<file path="src/rtl/bsd_pkg.sv">
package bsd_pkg;

    localparam int unsigned N_LEVELS = 4;
    localparam int unsigned STEP_W   = $clog2(N_LEVELS);

    typedef enum logic [1:0] {
        ST_RUN   = 2'd0,
        ST_BLANK = 2'd1,
        ST_STOP  = 2'd2,
        ST_LOCK  = 2'd3
    } bsd_state_e;

    typedef struct packed {
        bsd_state_e          state;
        logic [STEP_W-1:0]   step;
    } bsd_ctl_t;

    // percentage of nominal current for each dimming step
    function automatic int unsigned level_pct(input int unsigned idx);
        case (idx)
            0:       return 100;
            1:       return 70;
            2:       return 25;
            default: return 5;
        endcase
    endfunction

endpackage

</file>
<file path="src/rtl/bsd_outage_timer.sv">
module bsd_outage_timer #(
    parameter int unsigned LONG_CYCLES = 3000000,
    localparam int unsigned CW = $clog2(LONG_CYCLES + 1)
) (
    input  logic          clk,
    input  logic          rst_n,
    input  logic          start_i,
    input  logic          inc_i,
    input  logic          clear_i,
    output logic [CW-1:0] cnt_o
);

    localparam logic [CW-1:0] SAT = CW'(LONG_CYCLES);

    logic [CW-1:0] cnt_d, cnt_q;

    always_comb begin
        cnt_d = cnt_q;
        if (clear_i) begin
            cnt_d = '0;
        end else if (start_i) begin
            cnt_d = CW'(1);
        end else if (inc_i && (cnt_q < SAT)) begin
            cnt_d = cnt_q + CW'(1);
        end
    end

    always_ff @(posedge clk or negedge rst_n) begin
        if (!rst_n) cnt_q <= '0;
        else        cnt_q <= cnt_d;
    end

    assign cnt_o = cnt_q;

endmodule

</file>
<file path="src/rtl/bsd_level_map.sv">
module bsd_level_map
    import bsd_pkg::*;
#(
    parameter int unsigned SCALE_W = 8
) (
    input  logic [STEP_W-1:0]  step_i,
    output logic [SCALE_W-1:0] scale_o
);

    localparam longint unsigned FULL = (64'd1 << SCALE_W) - 64'd1;

    logic [SCALE_W-1:0] code_tbl [N_LEVELS];

    for (genvar g = 0; g < N_LEVELS; g++) begin : g_lvl
        localparam longint unsigned CODE =
            (FULL * longint'(level_pct(g)) + 64'd50) / 64'd100;
        assign code_tbl[g] = SCALE_W'(CODE);
    end

    assign scale_o = code_tbl[step_i];

endmodule

</file>
<file path="src/rtl/bsd_step_dimmer.sv">
module bsd_step_dimmer
    import bsd_pkg::*;
#(
    parameter int unsigned SCALE_W      = 8,
    parameter int unsigned BLANK_CYCLES = 25000,
    parameter int unsigned LONG_CYCLES  = 3000000
) (
    input  logic               clk,
    input  logic               rst_n,
    input  logic               line_low_i,
    input  logic               line_ok_i,
    input  logic               uvlo_i,
    input  logic               supply_rst_i,
    output logic [1:0]         step_o,
    output logic [SCALE_W-1:0] scale_o,
    output logic               run_o
);

    localparam int unsigned CW = $clog2(LONG_CYCLES + 1);
    localparam logic [CW-1:0] BLANK_LIM = CW'(BLANK_CYCLES);
    localparam logic [CW-1:0] LONG_LIM  = CW'(LONG_CYCLES);

    bsd_ctl_t ctl_d, ctl_q;
    logic t_start, t_inc, t_clear;
    logic [CW-1:0] out_cnt;

    bsd_outage_timer #(.LONG_CYCLES(LONG_CYCLES)) timer_i (
        .clk     (clk),
        .rst_n   (rst_n),
        .start_i (t_start),
        .inc_i   (t_inc),
        .clear_i (t_clear),
        .cnt_o   (out_cnt)
    );

    always_comb begin
        ctl_d   = ctl_q;
        t_start = 1'b0;
        t_inc   = 1'b0;
        t_clear = 1'b0;
        if (supply_rst_i) begin
            ctl_d.state = ST_LOCK;
            ctl_d.step  = '0;
            t_clear     = 1'b1;
        end else begin
            unique case (ctl_q.state)
                ST_RUN: begin
                    if (uvlo_i) begin
                        ctl_d.state = ST_LOCK;
                        t_clear     = 1'b1;
                    end else if (line_low_i) begin
                        ctl_d.state = ST_BLANK;
                        t_start     = 1'b1;
                    end
                end
                ST_BLANK: begin
                    if (uvlo_i) begin
                        ctl_d.state = ST_LOCK;
                        t_clear     = 1'b1;
                    end else if (!line_low_i) begin
                        ctl_d.state = ST_RUN;
                        t_clear     = 1'b1;
                    end else if (out_cnt >= BLANK_LIM) begin
                        ctl_d.state = ST_STOP;
                        ctl_d.step  = ctl_q.step + STEP_W'(1);
                        t_inc       = 1'b1;
                    end else begin
                        t_inc = 1'b1;
                    end
                end
                ST_STOP: begin
                    if (line_ok_i) begin
                        ctl_d.state = ST_RUN;
                        t_clear     = 1'b1;
                    end else if (out_cnt >= LONG_LIM) begin
                        ctl_d.step = '0;
                    end else begin
                        t_inc = 1'b1;
                    end
                end
                default: begin
                    t_clear = 1'b1;
                    if (!uvlo_i) ctl_d.state = ST_RUN;
                end
            endcase
        end
    end

    always_ff @(posedge clk or negedge rst_n) begin
        if (!rst_n) begin
            ctl_q.state <= ST_RUN;
            ctl_q.step  <= '0;
        end else begin
            ctl_q <= ctl_d;
        end
    end

    bsd_level_map #(.SCALE_W(SCALE_W)) map_i (
        .step_i  (ctl_q.step),
        .scale_o (scale_o)
    );

    assign step_o = ctl_q.step;
    assign run_o  = (ctl_q.state == ST_RUN) || (ctl_q.state == ST_BLANK);

endmodule

</file>
<file path="config.mk">
export PLATFORM = sky130hd
export DESIGN_NAME = bsd_step_dimmer
export DESIGN_NICKNAME = d
export VERILOG_FILES = /design/src/rtl/bsd_pkg.sv /design/src/rtl/bsd_outage_timer.sv /design/src/rtl/bsd_level_map.sv /design/src/rtl/bsd_step_dimmer.sv
export SDC_FILE = /design/constraint.sdc
export NUM_CORES = 1
export LEC_CHECK = 0
export BUFFER_PORTS_ARGS = -buffer_cell sky130_fd_sc_hd__buf_2
export CAP_MARGIN = 15
export CORE_ASPECT_RATIO = 1.25
export CORE_MARGIN = 5
export CORE_UTILIZATION = 30
export CTS_BUF_LIST = sky130_fd_sc_hd__clkbuf_8
export DETAILED_ROUTE_END_ITERATION = 8
export PLACE_DENSITY = 0.43
export RECOVER_POWER = 50
export SYNTH_ARGS = -nofsm -noshare
export SYNTH_HDL_FRONTEND = slang
export SYNTH_SLANG_ARGS = --single-unit
</file>
<file path="constraint.sdc">
create_clock -name clk -period 2.9 [get_ports clk]
set_clock_uncertainty 0.05 [all_clocks]
set_input_delay 0 -clock clk [delete_from_list [all_inputs] [get_ports clk]]
set_output_delay 0 -clock clk [all_outputs]
set_load 0.02 [all_outputs]
</file>
==> results of run 1 <==
-- cells by family after synthesis --
| group | share of synthesized area (%) |
|---|---|
| AOI/OAI and AO/OA | 19.47 |
| buffers and inverters | 7.458 |
| DFF | 34.32 |
| xor gates and xnor gates | 2.310 |
| adders and majority gates | 5.941 |
| muxes | 5.082 |
| and+or+nand+nor | 25.41 |
-- placed cells by master, fill, tap and decap left out, types with 7 or more instances in the layout --
cell / synthesis / layout
dfrtp_1: 26 / 26
ha_1: 9 / 9
buf_2: 5 / 10
or3_1: 9 / 9
nand2_1: 17 / 17
a21oi_1: 17 / 17
mux2i_1: 7 / 7
nor2_1: 12 / 12
nand3_1: 10 / 10
o21ai_0: 7 / 7
inv_1: 17 / 17
-- final cells by class --
class / instances / area, sq um
clock inverters: 1 / 30.03
flip-flops and latches: 26 / 650.6
well taps: 85 / 106.4
inverters: 17 / 63.81
repair buffers: 21 / 112.6
fillers: 685 / 4058
multi-input cells: 161 / 1104
clock buffers: 3 / 41.29
-- state kept, by name, indices dropped and copies added (netlist names) --
signal,count
timer_i.cnt_o,22
ctl_q,2
step_o,2
-- metrics by stage --
step / setup WS, ns / instance area, sq um
after global placement: 0.6059 / 2034
after detailed placement: 0.5579 / 2034
after global routing: 0.3858 / 2108
final: 0.5646 / 2108
after CTS: 0.5479 / 2116
after floorplan: 0.7845 / 1896
-- cell usage after synthesis, types with 3 or more instances --
| master | instances |
|---|---|
| dfrtp_1 | 26 |
| a21oi_1 | 17 |
| inv_1 | 17 |
| nand2_1 | 17 |
| nor2_1 | 12 |
| nand3_1 | 10 |
| ha_1 | 9 |
| or3_1 | 9 |
| mux2i_1 | 7 |
| o21ai_0 | 7 |
| buf_4 | 6 |
| nand4_1 | 6 |
| or4_1 | 6 |
| buf_2 | 5 |
| o31ai_1 | 5 |
| xnor2_1 | 5 |
| a2111oi_0 | 4 |
| and2_1 | 3 |
| nand2b_1 | 3 |
| nor3_1 | 3 |
| nor4_1 | 3 |
| or2_2 | 3 |
-- worst min-delay path, stage by stage --
cell	delay [ns]
buf_2	0.20
or3_1	0.15
mux2i_1	0.06
-- worst min-delay path by stage --
stage                                  end  slack (ns)  depth (start not counted)         start
final                            step_o[1]        0.11                          3  supply_rst_i
after global routing             step_o[1]        0.13                          3  supply_rst_i
after global placement    timer_i.cnt_o[9]        0.01                          1         rst_n
after CTS                        step_o[1]        0.11                          3  supply_rst_i
after floorplan                   ctl_q[2]       -0.35                          0         rst_n
after detailed placement  timer_i.cnt_o[9]        0.01                          1         rst_n
-- repair_timing --
item | in CTS | in global routing
resized for setup | 0 | 0
hold buffers | 1 | 0
endpoints found under the hold margin | 26 | 0
-- power by group --
group	internal, uW	leakage [uW]	total, uW	switching, uW
clock	185	0.0000357	309	124
sequential	387	0.000356	410	23.5
combinational	202	0.000431	546	344
total	774	0.000823	1270	491
-- routing by layer --
metal | vias to the layer above | part of all wire [%] | track usage [%]
met3 | 5 | 2.6 | 1.371
met2 | 25 | 50 | 22.83
li1 | 819 | - | -
met1 | 786 | 46 | 16.74
met5 | - | 0 | 0
met4 | 0 | 1.3 | 3.901
==> run summary, run 1 <==
The final count of negative-setup-slack endpoints was 0; the post-synthesis average cell area was 8.735 sq um. The critical-path maximum fanout was 15. The synthesized netlist contains 47 unique library cells.

The critical path ends at timer_i.cnt_o[11]. The average routed wire per standard cell is 15.77 um, and the number of max-cap violations is 1. The tools report the origin of the worst setup path as ctl_q[3].

The final reports fail on capacitance limit, slew limit. The clock reaches the later pin of the worst-skew pair after 0.28 ns. In the routed design, unresolved DRC markers number 0.

Overall power consumption after layout is estimated at 1266 uW. The tools report the gate count after technology mapping as 217. The instance count on the critical path is 8, and the sequential share of the synthesized area is 34.32%. The signal arrival time at the worst endpoint came out at 2.50 ns. The power per standard cell area was 600.4 nW/um^2.

For the accumulated negative setup slack, the log shows 0 ns. The tools report the fmax as 0.4282 GHz. The worst supply voltage drop on vdd came out at 0.0002830 V. For the pin with the worst max-slew slack, the measured transition is 1.507 ns. For this block, the initial DRC count from the detailed router was 93. Setup repair after global routing left no endpoint under its margin.

Routability-driven placement finished with a final weighted congestion of 0.8097. The tools report the relative slew slack as -0.4979%. The worst path needs 2.335 ns of the cycle, external delays included. The most used flip-flop cell after synthesis is dfrtp_1. The min-delay analysis places its worst path in the category in -> reg. Maximum level of the CTS H-tree: 1.

The most area-hungry cell type in the Yosys netlist is dfrtp_1. The highest cell delay on the worst timing path is 0.46 ns. The via count of the first global-routing pass is 1,603.

The count of flip-flops with a built-in enable after synthesis came out at 0. Dividing the detail-routed via count by the number of cells gives 5.207. For the count of final hold-check violations, the log shows 0. The max-slew violation count was 27. The first detailed-routing pass took 4 iterations.

Of all flip-flops after synthesis, the portion carrying an async set or reset was 100.0%. Summed over all cells, the static leakage comes to 0.0008228 uW. From left edge to right edge, the die measures 81.10 um. The region available for standard cell placement spans 6166 sq um. The logs give 8169 um for the global-route wire length before repair and 309 for the number of placed cells counting well taps. The floorplan step defined a die boundary enclosing 8018 sq um. After synthesis, the cell types taking the most area are dfrtp_1 (34%), ha_1 (5.9%), a21oi_1 (4.5%). The aggregate routed wire length was 4953 um. From synthesis to final layout, the design area changed by 11.22%. Entering global routing, the biggest net connects 27 pins. The largest individual stage delay along the critical path comes from the cell or4_1.

In the global route stage, overall resource usage came out at 13.10%. The share of post-route cells with drive strength above 1 works out to 13.10%. For the worst flop-to-flop path, the logic depth is 8.

The tools report the worst hold-check slack as 0.1064 ns. The number of buffers and inverters on the critical path is 2. Counting along the longest clock path gives a buffer depth of 2.

The run gives 0 as the residual overflow from global routing. Critical path start-end classification: reg -> reg. The critical path goes through inv_1 > ha_1 > nand3b_4 > a211oi_2 > o2111ai_1 > buf_4 > or4_1 > a21oi_1. The number of clock buffers added by TritonCTS is 3. The worst setup slack for register-to-register paths is 0.56 ns. Measured on the finished design, the core utilization comes to 34.19%.

The share of the synthesized area in the top cell type was 34.32%; the net count after synthesis was 232. The number of setup buffers added after CTS is 0. TritonCTS built the clock tree. The repair_antennas step left the layout with diodes totalling 0. STA classifies the critical path startpoint as a flop. Part of the cycle the worst path needs: 80.53%. The floorplan step set the die height to 98.87 um.

The mapped cell area came out at 1896 sq um. Number of synthesized register bits: 26. The run gives 0 as the Yosys warning count.

The half-perimeter wire length after detailed placement is 3761 um, and the total number of placement rows is 32. Clock tree root driver cell: clkbuf_8. The tools report the count of placed standard cells in the final layout, fillers left out as 314. The number of antenna violations at the first check in global routing came out at 0. The run finished, with violations left. The initial standard-cell utilization of the core was 30.74%; the quantity of I/O buffers inserted on ports was 16.

Data required time of the critical path: 3.06 ns. The startpoint identified for the worst register-to-register timing path is ctl_q[3]. The net total in the final layout came out at 245. The logs give 0 for the remaining number of nets flagged by the antenna check after routing and 26 for the number of sinks handled by clock tree synthesis. The clock slew at the register clock pins of the worst setup and hold paths is 0.10 ns. In this run the critical register-to-register path is captured at timer_i.cnt_o[11]. For this block, the via count after detailed routing is 1,635. On the critical path the largest part of the delay comes from simple AND/OR/NAND/NOR gates.

The category of the worst setup path capture point was a flop. 17 I/O pins were placed.
Note: power is estimated with default switching activity, not from simulation.
==> run 2, diff against run 1 <==
--- a/config.mk
+++ b/config.mk
@@ -5,6 +5,7 @@
 export SDC_FILE = /design/constraint.sdc
 export NUM_CORES = 1
 export LEC_CHECK = 0
+export ABC_AREA = 1
 export BUFFER_PORTS_ARGS = -buffer_cell sky130_fd_sc_hd__buf_2
 export CAP_MARGIN = 15
 export CORE_ASPECT_RATIO = 1.25
@@ -12,7 +13,7 @@
 export CORE_UTILIZATION = 30
 export CTS_BUF_LIST = sky130_fd_sc_hd__clkbuf_8
 export DETAILED_ROUTE_END_ITERATION = 8
-export PLACE_DENSITY = 0.43
+export PLACE_DENSITY = 0.44
 export RECOVER_POWER = 50
 export SYNTH_ARGS = -nofsm -noshare
 export SYNTH_HDL_FRONTEND = slang
==> constraint.sdc (replaced) <==
create_clock -name clk -period 2.1 [get_ports clk]
set_clock_uncertainty 0.05 [all_clocks]
set_input_delay 0 -clock clk [delete_from_list [all_inputs] [get_ports clk]]
set_output_delay 0 -clock clk [all_outputs]
set_load 0.02 [all_outputs]
==> run 2 against run 1 <==
Effect of this change: the flow now finishes without violations; global-route usage rose by 2.1 points; synthesized cell count rose by 65%; sequential share of layout area fell by 4.9 points; cell count rose by 48%; cell area rose by 19%; setup slack got worse by 0.36 ns; sequential power rose by 43%; worst hold slack barely moved; critical path type unchanged.
==> run summary, run 2 <==
The worst register-to-register path ends at timer_i.cnt_o[2]. Summed over all failing endpoints, the final setup total negative slack is 0 ns. The number of flip-flops in the largest register works out to 22. In the synthesized netlist the dominant register cell turns out to be dfrtp_1. The half-perimeter wire length after detailed placement was 5167 um.

The most common cell in the synthesized netlist is nand2_1. Pin placement for this block handled 17 I/O pins. The maximum level of the CTS H-tree came out at 1. The mapped netlist covers 2273 sq um.

Counting along the longest clock path gives a buffer depth of 2. Class of the worst hold path: in -> reg. Data on the critical path is required at its endpoint by 2.27 ns. TritonCTS built the clock tree. The worst supply voltage drop on vdd came out at 0.0003746 V. In this run, the number of DRC markers left after iteration 0 of detailed routing was 95. The floorplan step set the die width to 87.86 um. STA classifies the critical path startpoint as a flop. The number of antenna diodes in the final layout is 0. In the layout the commonest cells are nand2_1 (114), nor2_1 (53), nand3_1 (45). Via count of the first global-routing pass: 2,270. The cell count of the worst hold path was 4; the net count after synthesis was 372. The share of the synthesized area in the top cell type was 28.62%; the critical-path maximum fanout was 13.

The tools report the aggregate routed wire length as 6561 um. Total die area: 9430 sq um. The worst path meets setup with 0.2056 ns of slack. The count of flip-flops with a built-in enable after synthesis is 0, and the relative slew slack is 3.382%. In this run the power density over the cells is 734.5 nW/um^2. Once layout is complete, the cells apart from fillers number 465. At the pin with the least slew margin, the transition time is 1.449 ns. The number of cells on the worst reg-to-reg path is 9.

The most area-hungry cell type in the Yosys netlist was dfrtp_1. Number of antenna violations at the first check in global routing: 0. For the fmax, the log shows 0.5279 GHz. The number of buffers and inverters on the critical path works out to 3. The net total in the final layout is 389. For this run, design rule violations remaining after detail routing come to 0. For the insertion delay of the later-clocked pin in the worst-skew pair, the log shows 0.28 ns. Compared with the post-synthesis result, the final layout area differs by 10.24%. The number of placed cells counting well taps is 460, and the part of the cycle the worst path needs is 90.21%. Of the cells placed in the final design, the portion with a size suffix greater than 1 is 12.60%.

Setup repair after global routing left no endpoint under its margin. Sorting the synthesized cells by area gives the leading types as dfrtp_1 (29%), nand2_1 (19%), nand3_1 (9.9%). Prior to clock tree synthesis, the placed netlist has a worst setup slack of 0.1111 ns.

Global routing consumed, over all layers together, 15.19% of the routing resources. In this run the number of cells on the critical path is 9. Clock-pin slew was measured on the worst setup and hold paths at 0.10 ns. The tools report the start point of the worst min-delay path as supply_rst_i. The initial standard-cell utilization of the core was 30.72%; the number of synthesized register bits was 26.

The cell family contributing the most delay on the critical path is simple AND/OR/NAND/NOR gates. A synthesized cell averages 6.368 sq um. On the worst path, the slowest cell contributes a delay of 0.41 ns. For this run the aggregate overflow at the end of global routing stands at 0.

The critical path start-end classification is reg -> reg. The tools report the first-pass iteration count of the detailed router as 4. Setup violations remaining at the end of the flow were counted as 0. The run gives 0 as the number of max-cap violations. Clock tree synthesis inserted a total of 3 buffers. The first global-routing pass estimated 11,220 um of wire. For the Yosys warning count, the log shows 0.

The standby leakage power is 0.001107 uW, and the number of sinks handled by clock tree synthesis is 26. For this run, asynchronously set or reset flops after synthesis account for 100.0%. The run finished with clean final reports. For this run, the register share of the synthesized area comes to 28.62%.

In the synthesized netlist, the cells that appear most often are nand2_1 (114), nor2_1 (53), nand3_1 (45). Leaving out fill and tap cells, the most frequent cell in the layout is nand2_1. Synthesis produced a netlist whose cell count is 357.

The congestion estimate from routability-driven global placement came to 0.8865. The max-slew violation count came out at 0. In this run the critical register-to-register path is launched from ctl_q[3].

In this design, the critical path's most frequently occurring cell is nand2_1. Port buffering added 16 buffers. The cell sitting at the root of the clock tree is a clkbuf_8. The tools report the number of unique standard cell types used by synthesis as 34. The vias per cell is 4.886, and the signal arrival time at the worst endpoint is 2.07 ns. The critical path goes through inv_1 > ha_1 > inv_2 > o21a_1 > nand3_4 > buf_4 > nor4b_1 > nand2_1 > nand2_1.

After floorplanning, the core was sized to cover 7401 sq um. Slowest cell on the critical path: dfrtp_1. For the maximum number of pins on one net before global-route repair, the log shows 27. Worst setup slack for register-to-register paths: 0.21 ns.

From bottom edge to top edge, the die measures 107.3 um. The count of final hold-check violations came out at 0. Tracing the worst setup path back leads to its startpoint at ctl_q[3].

For hold timing, the worst endpoint is step_o[0]. The routed layout has 2,272 vias. The worst setup path is captured at a flop. The minimum period implied by the final worst setup slack was 1.894 ns; the total number of placement rows was 35. In the final routed layout, each cell accounts on average for 14.11 um.

For the remaining number of nets flagged by the antenna check after routing, the log shows 0.
run 2: changes by cell type in the layout (fill, tap and decap cells not counted), sizes merged, moves of 5 or more:
cell   delta
nor2     +47
nand3    +38
nor3     +10
a21oi    -13
mux2i     -7
nand2    +98
buf       +6
inv      +16
or4       -6
o31ai     -5
or3       -9
run 2: tightest hold or removal path: stages:
cell and delay, ns:
buf_2 0.20, nor3_1 0.08, nand4_1 0.08, nand2_1 0.05
run 2: per-layer routing:
metal	wire (um)	up-vias	share of wire, %	global-route usage (%)
li1	-	1177	-	-
met1	2696	1061	41	17.63
met2	3626	27	55	29.36
met3	165	7	2.5	1.378
met4	73	0	1.1	3.180
met5	0	-	0	0
run 2: worst max-delay path by stage:
stage	slack, ns	endpoint
final	0.21	timer_i.cnt_o[2]
after global routing	0.02	timer_i.cnt_o[1]
after CTS	0.08	timer_i.cnt_o[13]
after detailed placement	0.11	timer_i.cnt_o[13]
after global placement	0.13	timer_i.cnt_o[3]
after floorplan	0.40	timer_i.cnt_o[12]
run 2: cells by family (layout without fill, tap and decap cells):
family	Yosys count	after routing	share of synthesized area, %
AO/OA/AOI/OAI	17	17	5.339
XOR/XNOR	6	6	2.312
adder cells (fa/ha/maj)	9	9	4.953
buffers and inverters	48	64	9.962
flip-flops	26	26	28.62
AND/OR/NAND/NOR	251	251	48.82
run 2: layout make-up:
type / count / area [sq um]
Multi-Input combinational cell: 283 / 1404
Sequential cell: 26 / 650.6
Fill cell: 871 / 4895
Clock buffer: 4 / 55.05
Inverter: 33 / 123.9
Tap cell: 92 / 115.1
Timing Repair Buffer: 27 / 157.7
run 2: where the power goes:
group          switching (uW)  total [uW]  internal, uW
sequential               47.5         587           539
clock                     178         347           168
combinational             639         908           269
run 2: what timing repair did:
action                                 in CTS  in global routing
buffers inserted                            0                  0
hold buffers                                1                  0
gates resized for setup                     0                  2
setup endpoints to repair                   0                 22
endpoints found under the hold margin      26                  0
run 2: metrics by stage:
step / util, % / power (uW) / hold WS, ns / cell area (sq um)
after CTS: 33.86 / 1885 / 0.1091 / 2506
after global routing: 33.86 / 1996 / 0.1578 / 2506
after detailed placement: 32.98 / 1525 / 0.01274 / 2441
after floorplan: - / 1290 / -0.3456 / 2273
final: 33.86 / 1841 / 0.1062 / 2506
after global placement: 32.98 / 1514 / -0.0003658 / 2441
